**config.mk**
```make
export PLATFORM = sky130hd
export DESIGN_NAME = cmd_seq_gen
export DESIGN_NICKNAME = d
export VERILOG_FILES = /design/src/rtl/cmdseq_pkg.sv /design/src/rtl/cmd_seq_align.sv /design/src/rtl/cmd_seq_fsm.sv /design/src/rtl/cmd_seq_encoder.sv /design/src/rtl/cmd_seq_gen.sv
export SDC_FILE = /design/constraint.sdc
export NUM_CORES = 1
export LEC_CHECK = 0
export ABC_AREA = 1
export BUFFER_PORTS_ARGS = -buffer_cell sky130_fd_sc_hd__buf_2
export CAP_MARGIN = 10
export CORE_AREA = 2 2 75 113
export DETAILED_ROUTE_END_ITERATION = 10
export DIE_AREA = 0 0 77 115
export GPL_TIMING_DRIVEN = 0
export PLACE_DENSITY = 0.67
export SYNTH_ARGS = -nofsm -noshare
export SYNTH_HDL_FRONTEND = slang
export SYNTH_HIERARCHICAL = 1
export SYNTH_SLANG_ARGS = --single-unit
export TNS_END_PERCENT = 50
```
**constraint.sdc**
```tcl
create_clock -name clk -period 2.5 [get_ports clk]
set_input_delay 0.625 -clock clk [delete_from_list [all_inputs] [get_ports clk]]
set_output_delay 0.625 -clock clk [all_outputs]
set_load 0.02 [all_outputs]
```
**src/rtl/cmdseq_pkg.sv**
```systemverilog
package cmdseq_pkg;

    parameter int CA_W      = 6;
    parameter int BANK_W    = 3;
    parameter int ROW_W     = 17;
    parameter int COL_W     = 10;
    parameter int MRA_W     = 6;
    parameter int MRD_W     = 8;
    parameter int RD_ALIGN  = 2;   // low column bits that must be zero on a read
    parameter int WR_ALIGN  = 4;   // low column bits that must be zero on a write

    typedef enum logic [2:0] {
        OP_ACT = 3'd0,
        OP_RD  = 3'd1,
        OP_WR  = 3'd2,
        OP_MWR = 3'd3,
        OP_PRE = 3'd4,
        OP_REF = 3'd5,
        OP_MRR = 3'd6,
        OP_MRW = 3'd7
    } req_op_e;

    typedef enum logic [3:0] {
        SC_NONE,
        SC_ACT1,
        SC_ACT2,
        SC_RD1,
        SC_WR1,
        SC_MWR1,
        SC_CAS2,
        SC_PRE,
        SC_REF,
        SC_MRR1,
        SC_MRW1,
        SC_MRW2
    } subcmd_e;

    typedef enum logic [2:0] {
        ST_IDLE,
        ST_FIRST_HI,
        ST_FIRST_LO,
        ST_SECOND_HI,
        ST_SECOND_LO
    } seq_state_e;

    typedef struct packed {
        req_op_e            op;
        logic [BANK_W-1:0]  bank;
        logic [ROW_W-1:0]   row;
        logic [COL_W-1:0]   col;
        logic               bl;
        logic               ap;
        logic               all;
        logic [MRA_W-1:0]   mra;
        logic [MRD_W-1:0]   mrd;
    } req_t;

endpackage

```
**src/rtl/cmd_seq_align.sv**
```systemverilog
module cmd_seq_align
    import cmdseq_pkg::*;
(
    input  req_op_e          op,
    input  logic [COL_W-1:0] col,
    output logic             aligned
);

    localparam int RD_MASK_W = RD_ALIGN;
    localparam int WR_MASK_W = WR_ALIGN;

    always_comb begin
        unique case (op)
            OP_RD:          aligned = (col[RD_MASK_W-1:0] == '0);
            OP_WR, OP_MWR:  aligned = (col[WR_MASK_W-1:0] == '0);
            default:        aligned = 1'b1;
        endcase
    end

endmodule

```
**src/rtl/cmd_seq_fsm.sv**
```systemverilog
module cmd_seq_fsm
    import cmdseq_pkg::*;
(
    input  logic        clk,
    input  logic        rst_n,
    input  logic        valid,
    input  logic        aligned,
    input  logic        two_cmds,
    output logic        ready,
    output logic        load,
    output logic        err,
    output seq_state_e  state
);

    seq_state_e state_n;
    logic       two_q;
    logic       err_q;

    // state register
    always_ff @(posedge clk) begin
        if (!rst_n) begin
            state <= ST_IDLE;
            two_q <= 1'b0;
            err_q <= 1'b0;
        end else begin
            state <= state_n;
            err_q <= ready && valid && !aligned;
            if (load) begin
                two_q <= two_cmds;
            end
        end
    end

    // next state
    always_comb begin
        state_n = state;
        unique case (state)
            ST_IDLE:      if (valid && aligned) state_n = ST_FIRST_HI;
            ST_FIRST_HI:  state_n = ST_FIRST_LO;
            ST_FIRST_LO:  state_n = two_q ? ST_SECOND_HI : ST_IDLE;
            ST_SECOND_HI: state_n = ST_SECOND_LO;
            ST_SECOND_LO: state_n = ST_IDLE;
            default:      state_n = ST_IDLE;
        endcase
    end

    // outputs
    always_comb begin
        ready = (state == ST_IDLE);
        load  = ready && valid && aligned;
        err   = err_q;
    end

endmodule

```
**src/rtl/cmd_seq_encoder.sv**
```systemverilog
module cmd_seq_encoder
    import cmdseq_pkg::*;
(
    input  subcmd_e  sc,
    input  logic     hi_phase,
    input  req_t     rq,
    output logic [CA_W-1:0] ca
);

    logic [CA_W-1:0] bank_word;

    always_comb begin
        bank_word      = '0;
        bank_word[2:0] = rq.bank;
    end

    always_comb begin
        ca = '0;
        unique case (sc)
            SC_NONE: ca = '0;
            SC_ACT1: begin
                if (hi_phase) ca = {rq.row[15:12], 1'b0, 1'b1};
                else          ca = {rq.row[11], rq.row[10], rq.row[16], rq.bank};
            end
            SC_ACT2: begin
                if (hi_phase) ca = {rq.row[9:6], 2'b11};
                else          ca = rq.row[5:0];
            end
            SC_RD1: begin
                if (hi_phase) ca = {rq.bl, 5'b00010};
                else          ca = {rq.ap, rq.col[9], 1'b0, rq.bank};
            end
            SC_WR1: begin
                if (hi_phase) ca = {rq.bl, 5'b00100};
                else          ca = {rq.ap, rq.col[9], 1'b0, rq.bank};
            end
            SC_MWR1: begin
                if (hi_phase) ca = 6'b001100;
                else          ca = {rq.ap, rq.col[9], 1'b0, rq.bank};
            end
            SC_CAS2: begin
                if (hi_phase) ca = {rq.col[8], 5'b10010};
                else          ca = rq.col[7:2];
            end
            SC_PRE: begin
                if (hi_phase) ca = {rq.all, 5'b10000};
                else          ca = bank_word;
            end
            SC_REF: begin
                if (hi_phase) ca = {rq.all, 5'b01000};
                else          ca = bank_word;
            end
            SC_MRR1: begin
                if (hi_phase) ca = 6'b001110;
                else          ca = rq.mra;
            end
            SC_MRW1: begin
                if (hi_phase) ca = {rq.mrd[7], 5'b00110};
                else          ca = rq.mra;
            end
            SC_MRW2: begin
                if (hi_phase) ca = {rq.mrd[6], 5'b10110};
                else          ca = rq.mrd[5:0];
            end
            default: ca = '0;
        endcase
    end

endmodule

```
**src/rtl/cmd_seq_gen.sv**
```systemverilog
module cmd_seq_gen
    import cmdseq_pkg::*;
(
    input  logic              clk,
    input  logic              rst_n,
    input  logic              req_valid,
    output logic              req_ready,
    input  logic [2:0]        req_op,
    input  logic [BANK_W-1:0] req_bank,
    input  logic [ROW_W-1:0]  req_row,
    input  logic [COL_W-1:0]  req_col,
    input  logic              req_bl,
    input  logic              req_ap,
    input  logic              req_all,
    input  logic [MRA_W-1:0]  req_mra,
    input  logic [MRD_W-1:0]  req_mrd,
    output logic              req_err,
    output logic              cs,
    output logic [CA_W-1:0]   ca
);

    req_op_e    op_in;
    logic       aligned;
    logic       two_cmds;
    logic       load;
    seq_state_e state;
    req_t       rq_q;
    subcmd_e    sc_first;
    subcmd_e    sc_second;
    subcmd_e    sc_cur;
    logic       hi_phase;

    assign op_in = req_op_e'(req_op);

    // requests that carry an address need a second command
    always_comb begin
        unique case (op_in)
            OP_PRE, OP_REF: two_cmds = 1'b0;
            default:        two_cmds = 1'b1;
        endcase
    end

    cmd_seq_align u_align (
        .op      (op_in),
        .col     (req_col),
        .aligned (aligned)
    );

    cmd_seq_fsm u_fsm (
        .clk      (clk),
        .rst_n    (rst_n),
        .valid    (req_valid),
        .aligned  (aligned),
        .two_cmds (two_cmds),
        .ready    (req_ready),
        .load     (load),
        .err      (req_err),
        .state    (state)
    );

    // request capture; a mode register read always sends a zero column
    always_ff @(posedge clk) begin
        if (!rst_n) begin
            rq_q <= '0;
        end else if (load) begin
            rq_q.op   <= op_in;
            rq_q.bank <= req_bank;
            rq_q.row  <= req_row;
            rq_q.col  <= (op_in == OP_MRR) ? '0 : req_col;
            rq_q.bl   <= req_bl;
            rq_q.ap   <= req_ap;
            rq_q.all  <= req_all;
            rq_q.mra  <= req_mra;
            rq_q.mrd  <= req_mrd;
        end
    end

    always_comb begin
        unique case (rq_q.op)
            OP_ACT: begin sc_first = SC_ACT1; sc_second = SC_ACT2; end
            OP_RD:  begin sc_first = SC_RD1;  sc_second = SC_CAS2; end
            OP_WR:  begin sc_first = SC_WR1;  sc_second = SC_CAS2; end
            OP_MWR: begin sc_first = SC_MWR1; sc_second = SC_CAS2; end
            OP_PRE: begin sc_first = SC_PRE;  sc_second = SC_NONE; end
            OP_REF: begin sc_first = SC_REF;  sc_second = SC_NONE; end
            OP_MRR: begin sc_first = SC_MRR1; sc_second = SC_CAS2; end
            OP_MRW: begin sc_first = SC_MRW1; sc_second = SC_MRW2; end
            default: begin sc_first = SC_NONE; sc_second = SC_NONE; end
        endcase
    end

    always_comb begin
        unique case (state)
            ST_FIRST_HI:  begin sc_cur = sc_first;  hi_phase = 1'b1; end
            ST_FIRST_LO:  begin sc_cur = sc_first;  hi_phase = 1'b0; end
            ST_SECOND_HI: begin sc_cur = sc_second; hi_phase = 1'b1; end
            ST_SECOND_LO: begin sc_cur = sc_second; hi_phase = 1'b0; end
            default:      begin sc_cur = SC_NONE;   hi_phase = 1'b0; end
        endcase
    end

    cmd_seq_encoder u_enc (
        .sc       (sc_cur),
        .hi_phase (hi_phase),
        .rq       (rq_q),
        .ca       (ca)
    );

    assign cs = hi_phase;

endmodule

```
==> results of run 1 <==
-- layout by cell type (no fill, tap or decap), types with 7 or more instances in the layout --
cell type  count
nor2_1       108
o21ai_0       51
nand2_2       11
buf_2         58
inv_2         11
buf_6         15
nor2_2        24
nand3_4        8
clkbuf_16      9
dfxtp_1       57
nand3_1       19
a21oi_1       10
nand3_2        7
inv_1         41
buf_4         13
nand2_1      110
-- what timing repair did --
| item | 4_1_cts | 5_1_grt |
|---|---|---|
| setup buffers | 4 | 2 |
| endpoints found under the setup margin | 6 | 7 |
| resized for setup | 60 | 34 |
| cloned | 0 | 2 |
| pin swaps | 13 | 26 |
-- through the flow --
stage	TNS [ns]	utilization (%)	hold WS [ns]
finish	-1.62	57.4	0.500
global placement	-1.99	48.2	0.479
detailed placement	-2.32	48.2	0.484
global route	-2.29	57.4	0.531
CTS	-1.72	55.5	0.491
floorplan	0	-	0.454
-- per-layer routing --
metal / track usage [%] / routed length, µm / part of all wire (%) / up-vias
li1: - / - / - / 1769
met1: 23.2 / 3590 / 38 / 1578
met2: 41.3 / 5050 / 54 / 93
met3: 4.16 / 422 / 4.5 / 22
met4: 9.05 / 275 / 2.9 / 0
met5: 0 / 0 / 0 / -
-- state kept, by name (all words and copies together), names as in the netlist --
register / cells
rq_q: 48
sc_first: 4
sc_second: 3
u_fsm/err: 1
u_fsm/state: 3
u_fsm/two_q: 1
-- cell type report --
type                    instances  area, µm²
repair buffers                 69        390
clock buffers                  12        267
well taps                     105        131
flip-flops and latches         60       1210
clock inverters                 4       70.1
inverters                      56        223
plain buffers                  25        234
multi-input cells             378       2010
fillers                       789       3370
-- worst paths after layout --
| kind | cells after the start | slack [ns] | endpoint |
|---|---|---|---|
| hold reg to reg | 2 | 0.50 | rq_q[10]$_SDFFE_PN0P_ |
| hold / removal | 2 | 0.50 | rq_q[10]$_SDFFE_PN0P_ |
| setup reg to reg | 13 | 0.47 | sc_first[1]$_DFF_P_ |
| setup / recovery | 15 | -0.29 | ca[4] |
-- worst min-delay path, cell delays in order, from the launching register on --
cell	delay [ns]
dfxtp_1	0.32
o21ai_0	0.08
nor2_1	0.07
-- power groups by stage --
stage | combinational [mW] | clock, mW | sequential [mW]
after floorplan | 0.487 | 0 | 1.12
after global placement | 0.652 | 0 | 1.14
after detailed placement | 0.662 | 0 | 1.14
after CTS | 0.725 | 1.38 | 1.12
after global routing | 0.873 | 1.42 | 1.13
final | 0.786 | 1.37 | 1.12
==> results_dict.tcl, run 1 <==
set metrics [dict create \
    crit_family "simple AND/OR/NAND/NOR gates" \
    syn_area_per_cell_um2 6.51 \
    first_pass_iters 7 \
    vias_per_cell 4.88 \
    finalPower_mw 3.27 \
    leakage_nw 2.30 \
    cts_root_buf "clkbuf_16" \
    syn_area_um2 3380 \
    slowest_delay_ns 0.37 \
    core_um2 7910 \
    hpwlAfterDp_um 6760 \
    fin_crit_sh_pct 112 \
    ys_warn_count 6 \
    finalWeightedCongestion 0.934 \
    cts_hold_buffers 0 \
    synthCells 519 \
    dieWidth_um 77 \
    final_cell_area_um2 4540 \
    grt-ovfl-total 0 \
    power.share.combinational_pct 24.0 \
    cts_buffers 9 \
    die_area_um2 8860 \
    cp_num_buf_inv 5 \
    drv_cap 0 \
    power_density_nw_per_um2 722 \
    power.switching_mw 0.959 \
    antenna_found_initial 0 \
    internal_power_mw 2.31 \
    power.share.switching_pct 29.3 \
    wire_per_inst_um 13.2 \
    finalWirelength_um 9350 \
    setup_violations 6 \
    max_slew.worst_pin.slew_ns 0.401 \
    port_buffers 61 \
    synth_nets 579 \
    violations "setup timing" \
    endpoint_kind "primary output" \
    finalClockSkew_ns 0.00615 \
    r2r-start "u_fsm/state[0]$_SDFFE_PN0P_" \
    crit_start "u_fsm/state[0]$_SDFFE_PN0P_" \
    slew_headroom_pct 73.2 \
    grt.total_usage_pct 21.6 \
    rsz0062_at_grt "yes" \
    drive_above_1_share_pct 32.5 \
    cp_max_fo 6 \
    ant_nets 0 \
    pwr-share-clk_pct 41.7 \
    tritoncts "done" \
    start_util_pct 42.7 \
    layout_min_cycle_time_ns 2.79 \
    grt_pass1_vias 3400 \
    fin_nets 659 \
    n_antenna_cell 0 \
    hold_violations 0 \
    vias 3462 \
    dpl_worst_slack_ns -0.467 \
    rows 40 \
    crit_required_ns 1.88 \
    path_cells "inv_4 -> nand2_4 -> nand3_4 -> o21ai_4 -> inv_2 -> ha_4 -> nand3_4 -> inv_4 -> o21ai_4 -> nand2_1 -> nor2_1 -> nand3_1 -> nand2_1 -> inv_1 -> buf_6" \
    peakVddDrop_uv 398 \
    critical_path_class "flip-flop to primary output" \
    area_growth_pct 34.3 \
    drv_slew 0 \
    dpl_cell_area_um2 3810 \
    grt_max_degree 11 \
    cts_sinks 60 \
    crit_path_start_kind "flip-flop" \
    clk_pin_slew_worst_paths_ns 0.05 \
    h-tree-depth 3 \
    arrival_ns 2.17 \
    drtIter0Drc 180 \
    hp-start "rq_q[10]$_SDFFE_PN0P_" \
    outcome "finished, violations left" \
    crit_path_top_delay_cell "dfxtp_4" \
    grt_pass1_wl_um 15200 \
    fp.dieH_um 115 \
    min_path_type "flip-flop to flip-flop" \
    max_freq_ghz 0.358 \
    fin_ws_ns -0.291 \
    dpl.cell_count 685 \
    seqPwrFrac_pct 34.3 \
    pin_count 62 \
    clock_path_buffers 2 \
    fin_cells 709 \
    drc 0 \
    clk_latency_ns 0.32 \
]
Power figures use the tool's default switching activity.
==> inputs of run 2 (changes only) <==
--- a/config.mk
+++ b/config.mk
@@ -11,7 +11,6 @@
 export CORE_AREA = 2 2 75 113
 export DETAILED_ROUTE_END_ITERATION = 10
 export DIE_AREA = 0 0 77 115
-export GPL_TIMING_DRIVEN = 0
 export PLACE_DENSITY = 0.67
 export SYNTH_ARGS = -nofsm -noshare
 export SYNTH_HDL_FRONTEND = slang
==> run 2 against run 1 <==
  * Register-to-register slack improved by 0.12 ns
  * Power decreased by 11%
  * Critical path depth unchanged
  * Combinational power decreased by 9.3%
  * Worst hold slack got worse by 0.0030 ns
  * The run still ends with setup timing left
  * Clock skew about the same
  * Design area decreased by 5.6%
  * Critical endpoint unchanged
  * Global-route usage decreased by 0.35 points
==> results_dict.tcl, run 2 (synthesis gave the netlist of run 1 again) <==
set metrics [dict create \
    drtIter0Drc 177 \
    critical_path_class "flip-flop to primary output" \
    cp_num_buf_inv 5 \
    crit_path_top_delay_cell "dfxtp_2" \
    finalWirelength_um 8920 \
    vias_per_cell 4.91 \
    hpwlAfterDp_um 6350 \
    core_um2 7910 \
    start_util_pct 42.7 \
    rsz0062_at_grt "yes" \
    slowest_delay_ns 0.35 \
    clock_path_buffers 2 \
    dieWidth_um 77 \
    endpoint_kind "primary output" \
    drive_above_1_share_pct 30.9 \
    dpl_cell_area_um2 3710 \
    grt-ovfl-total 0 \
    fin_nets 646 \
    die_area_um2 8860 \
    fp.dieH_um 115 \
    layout_min_cycle_time_ns 2.78 \
    cts_root_buf "clkbuf_16" \
    largest_register_ffs 48 \
    hold_violations 0 \
    drv_cap 0 \
    finalClockSkew_ns 0.00593 \
    tritoncts "done" \
    fin_crit_sh_pct 111 \
    rows 40 \
    max_slew.worst_pin.slew_ns 0.456 \
    area_growth_pct 26.8 \
    pin_count 62 \
    crit_required_ns 1.88 \
    cts_sinks 60 \
    peakVddDrop_uv 449 \
    slew_headroom_pct 69.6 \
    clk_latency_ns 0.32 \
    first_pass_iters 4 \
    antenna_found_initial 0 \
    finalWeightedCongestion 0.934 \
    grt_max_degree 49 \
    cp_max_fo 4 \
    port_buffers 61 \
    violations "setup timing" \
    grt.total_usage_pct 21.3 \
    n_antenna_cell 0 \
    h-tree-depth 3 \
    min_path_type "flip-flop to flip-flop" \
    fin_ws_ns -0.279 \
    wire_per_inst_um 12.9 \
    cts_buffers 9 \
    crit_family "simple AND/OR/NAND/NOR gates" \
    leakage_nw 2.15 \
    ant_nets 0 \
    clk_pin_slew_worst_paths_ns 0.05 \
    final_common_cell "nor2_1" \
    outcome "finished, violations left" \
    setup_violations 6 \
    finalSetupTns_ns -1.55 \
    final_cell_mix "nor2_1, nand2_1, buf_2, dfxtp_1, o21ai_0" \
    max_flop_register "rq_q" \
    grt_pass1_vias 3398 \
    finalPower_mw 2.91 \
    final_cell_area_um2 4280 \
    vias 3407 \
    drc 0 \
    grt_pass1_wl_um 14900 \
    drv_slew 0 \
    max_freq_ghz 0.360 \
    cts_hold_buffers 0 \
    arrival_ns 2.15 \
    power_density_nw_per_um2 679 \
    crit_path_start_kind "flip-flop" \
    path_cells "inv_2 -> nand2_4 -> nand3_4 -> o21ai_4 -> inv_2 -> ha_4 -> nand3_4 -> inv_2 -> nand2_1 -> nand2_1 -> nor2_1 -> nand3_1 -> nand2_1 -> inv_1 -> buf_4" \
]
## run 2: final cells by class
class | count | area [µm²]
Tap cell | 105 | 131
Clock inverter | 3 | 15.0
Inverter | 56 | 220
Multi-Input combinational cell | 378 | 1970
Timing Repair Buffer | 81 | 493
Clock buffer | 11 | 243
Sequential cell | 60 | 1200
Fill cell | 834 | 3630
## run 2: final timing paths
check	to	startpoint	slack (ns)	cells past startpoint
max	ca[4]	u_fsm/state[1]$_SDFFE_PN0P_	-0.28	15
min	rq_q[0]$_SDFFE_PN0P_	rq_q[0]$_SDFFE_PN0P_	0.50	2
max reg2reg	sc_first[1]$_DFF_P_	u_fsm/state[0]$_SDFFE_PN0P_	0.59	11
min reg2reg	rq_q[0]$_SDFFE_PN0P_	rq_q[0]$_SDFFE_PN0P_	0.50	2
## run 2: tightest hold or removal path: stages (launching register included)
cell and delay (ns):
dfxtp_1 0.32, o21ai_0 0.07, nor2_1 0.08
## run 2: stage by stage
step | hold WS [ns] | util [%] | cells | setup slack [ns]
finish | 0.497 | 54.1 | 694 | -0.279
detailed placement | 0.482 | 47.0 | 676 | -0.310
CTS | 0.503 | 53.2 | 694 | -0.270
floorplan | 0.454 | - | 519 | 0.0114
global route | 0.530 | 54.1 | 694 | -0.396
global placement | 0.479 | 47.0 | 676 | -0.278
## run 2: what timing repair did
action,4_1_cts,5_1_grt
gates resized for setup,63,26
gates cloned,2,0
endpoints found under the setup margin,6,6
pin swaps,11,12
setup buffers,2,0
## run 2: where the power goes
group / internal, mW / switching [mW] / total [mW]
Combinational: 0.256 / 0.457 / 0.713
Clock: 0.678 / 0.394 / 1.07
Sequential: 1.07 / 0.0571 / 1.12
## run 2: routing by layer
layer,track usage [%],share of wire (%)
met5,0,0
met4,13.2,3.3
met3,4.40,3.7
met2,40.1,55
met1,21.3,38
==> inputs of run 3 (changes only) <==
--- a/config.mk
+++ b/config.mk
@@ -8,10 +8,10 @@
 export ABC_AREA = 1
 export BUFFER_PORTS_ARGS = -buffer_cell sky130_fd_sc_hd__buf_2
 export CAP_MARGIN = 10
-export CORE_AREA = 2 2 75 113
+export CORE_AREA = 2 2 68 102
 export DETAILED_ROUTE_END_ITERATION = 10
-export DIE_AREA = 0 0 77 115
-export PLACE_DENSITY = 0.67
+export DIE_AREA = 0 0 70 104
+export PLACE_DENSITY = 0.79
 export SYNTH_ARGS = -nofsm -noshare
 export SYNTH_HDL_FRONTEND = slang
 export SYNTH_HIERARCHICAL = 1
==> run 3 against run 2 <==
  * The flow still finishes with violations (setup timing)
  * Clock-buffer cell count increased by 1
  * Critical endpoint is now ca[1]
  * Sequential power is essentially flat
  * Power up 0.50%
  * Final cell count down 2.3%
  * Via count rose by 1.8%
  * First-iteration DRC count up 28%
  * Worst hold slack got worse by 0.0091 ns
  * Combinational power is 9.1% higher
  * Die area decreased by 18%
  * Maximum frequency fell by 3.9%
==> results_dict.tcl, run 3 (synthesis gave the netlist of run 1 again) <==
set metrics [dict create \
    dpl_worst_slack_ns -0.164 \
    cp_num_cells 14 \
    outcome "finished, violations left" \
    cp_max_fo 4 \
    die_area_um2 7280 \
    slew_headroom_pct 68.8 \
    crit_top_cell "nor2_1" \
    finalClockSkew_ns 0.00432 \
    hpwlAfterDp_um 6210 \
    final_common_cell "nand2_1" \
    tritoncts "done" \
    n_antenna_cell 0 \
    finalWirelength_um 9130 \
    start_util_pct 52.8 \
    leakage_nw 2.22 \
    final-seq-area_um2 1210 \
    grt-ovfl-total 0 \
    drive_above_1_share_pct 33.2 \
    grt.total_usage_pct 24.9 \
    vias_per_cell 5.12 \
    core_um2 6400 \
    clk_pin_slew_worst_paths_ns 0.07 \
    drv_cap 0 \
    fin_crit_sh_pct 116 \
    fin_nets 657 \
    violations "setup timing" \
    drc 0 \
    drtIter0Drc 227 \
    peakVddDrop_uv 438 \
    fp.dieH_um 104 \
    final_cell_area_um2 4410 \
    dieWidth_um 70 \
    drv_slew 0 \
    first_pass_iters 4 \
    hold_depth 3 \
    grt_pass1_wl_um 14400 \
    nFillCells 561 \
    whs_ns 0.488 \
    hold_violations 0 \
    max_slew.worst_pin.slew_ns 0.468 \
    grt_max_degree 36 \
    dpl_cell_area_um2 3750 \
    critical_path_class "flip-flop to primary output" \
    vias 3468 \
    power_density_nw_per_um2 663 \
    post-route-util_pct 68.9 \
    rr_worst_depth 14 \
    pin_count 62 \
    cts_root_buf "clkbuf_8" \
    area_growth_pct 30.6 \
    fin_ws_ns -0.391 \
    cts_buffers 9 \
    crit_required_ns 1.88 \
    layout_min_cycle_time_ns 2.89 \
    rsz0062_at_grt "yes" \
    endpoint_kind "primary output" \
    cp_num_buf_inv 4 \
    path_cells "inv_4 -> nand2_4 -> nand3_4 -> o21ai_4 -> buf_6 -> ha_4 -> nand3_4 -> buf_4 -> nor2_1 -> nor2_1 -> nand3_1 -> nor2_1 -> nor2_1 -> buf_4" \
    slowest_delay_ns 0.38 \
    cts_sinks 60 \
    finalSetupTns_ns -2.19 \
    setup_violations 6 \
    finalWeightedCongestion 0.919 \
    max_freq_ghz 0.346 \
    ant_nets 0 \
    largest_register_ffs 48 \
    final_cell_mix "nand2_1, nor2_1, buf_2, dfxtp_1, o21ai_0" \
    crit_family "simple AND/OR/NAND/NOR gates" \
    min_path_type "input pin to flip-flop" \
    arrival_ns 2.27 \
    rows 36 \
    port_buffers 61 \
    wire_per_inst_um 13.5 \
    grt_pass1_vias 3306 \
    h-tree-depth 3 \
    max_flop_register "rq_q" \
    clock_path_buffers 2 \
    clk_latency_ns 0.36 \
    multiInputGateArea_um2 2040 \
    antenna_found_initial 0 \
    crit_path_start_kind "flip-flop" \
    crit_path_top_delay_cell "dfxtp_4" \
]
==> run 3: final timing paths <==
path         slack (ns)                     to                        start
max               -0.39                  ca[1]  u_fsm/state[0]$_SDFFE_PN0P_
min                0.49  rq_q[28]$_SDFFE_PN0P_                   req_row[1]
max reg2reg        0.53    sc_first[1]$_DFF_P_  u_fsm/state[0]$_SDFFE_PN0P_
min reg2reg        0.49  rq_q[10]$_SDFFE_PN0P_        rq_q[10]$_SDFFE_PN0P_
==> run 3: layer usage <==
layer	wire (µm)	up-vias	GRT usage (%)	part of all wire (%)
li1	-	1762	-	-
met1	3300	1569	24.8	36
met2	5010	103	45.4	55
met3	405	34	5.23	4.4
met4	424	0	16.2	4.6
met5	0	-	0	0
==> run 3: what timing repair did <==
item	4_1_cts	5_1_grt
hold buffers	0	0
endpoints found under the hold margin	0	0
cloned	2	0
endpoints found under the setup margin	6	6
resized for setup	68	42
buffers inserted	1	3
pin swaps	9	15
==> run 3: layout make-up <==
type | instances | area share [%]
Multi-Input combinational cell | 378 | 46.3
Sequential cell | 60 | 27.4
Timing Repair Buffer | 92 | 13.8
Inverter | 56 | 5.05
Clock buffer | 12 | 3.75
Tap cell | 76 | 2.16
Clock inverter | 4 | 1.59
==> run 3: worst min-delay path: cells and delay by family <==
kind,cells,cell delay [ns]
and+or+nand+nor,2,0.11
buffers and inverters,1,0.07
==> run 3: through the flow <==
| stage | cells | power, mW |
|---|---|---|
| 2_1_floorplan | 519 | 1.61 |
| 3_3_place_gp | 656 | 1.76 |
| 3_5_place_dp | 656 | 1.77 |
| 4_1_cts | 675 | 2.87 |
| 5_1_grt | 678 | 3.06 |
| 6_report | 678 | 2.92 |
==> run 3: report_power, final <==
part / total, mW / leakage, nW / internal, mW / switching, mW
clock: 1.02 / 0.122 / 0.639 / 0.385
combinational: 0.778 / 1.61 / 0.298 / 0.480
sequential: 1.12 / 0.495 / 1.06 / 0.0576
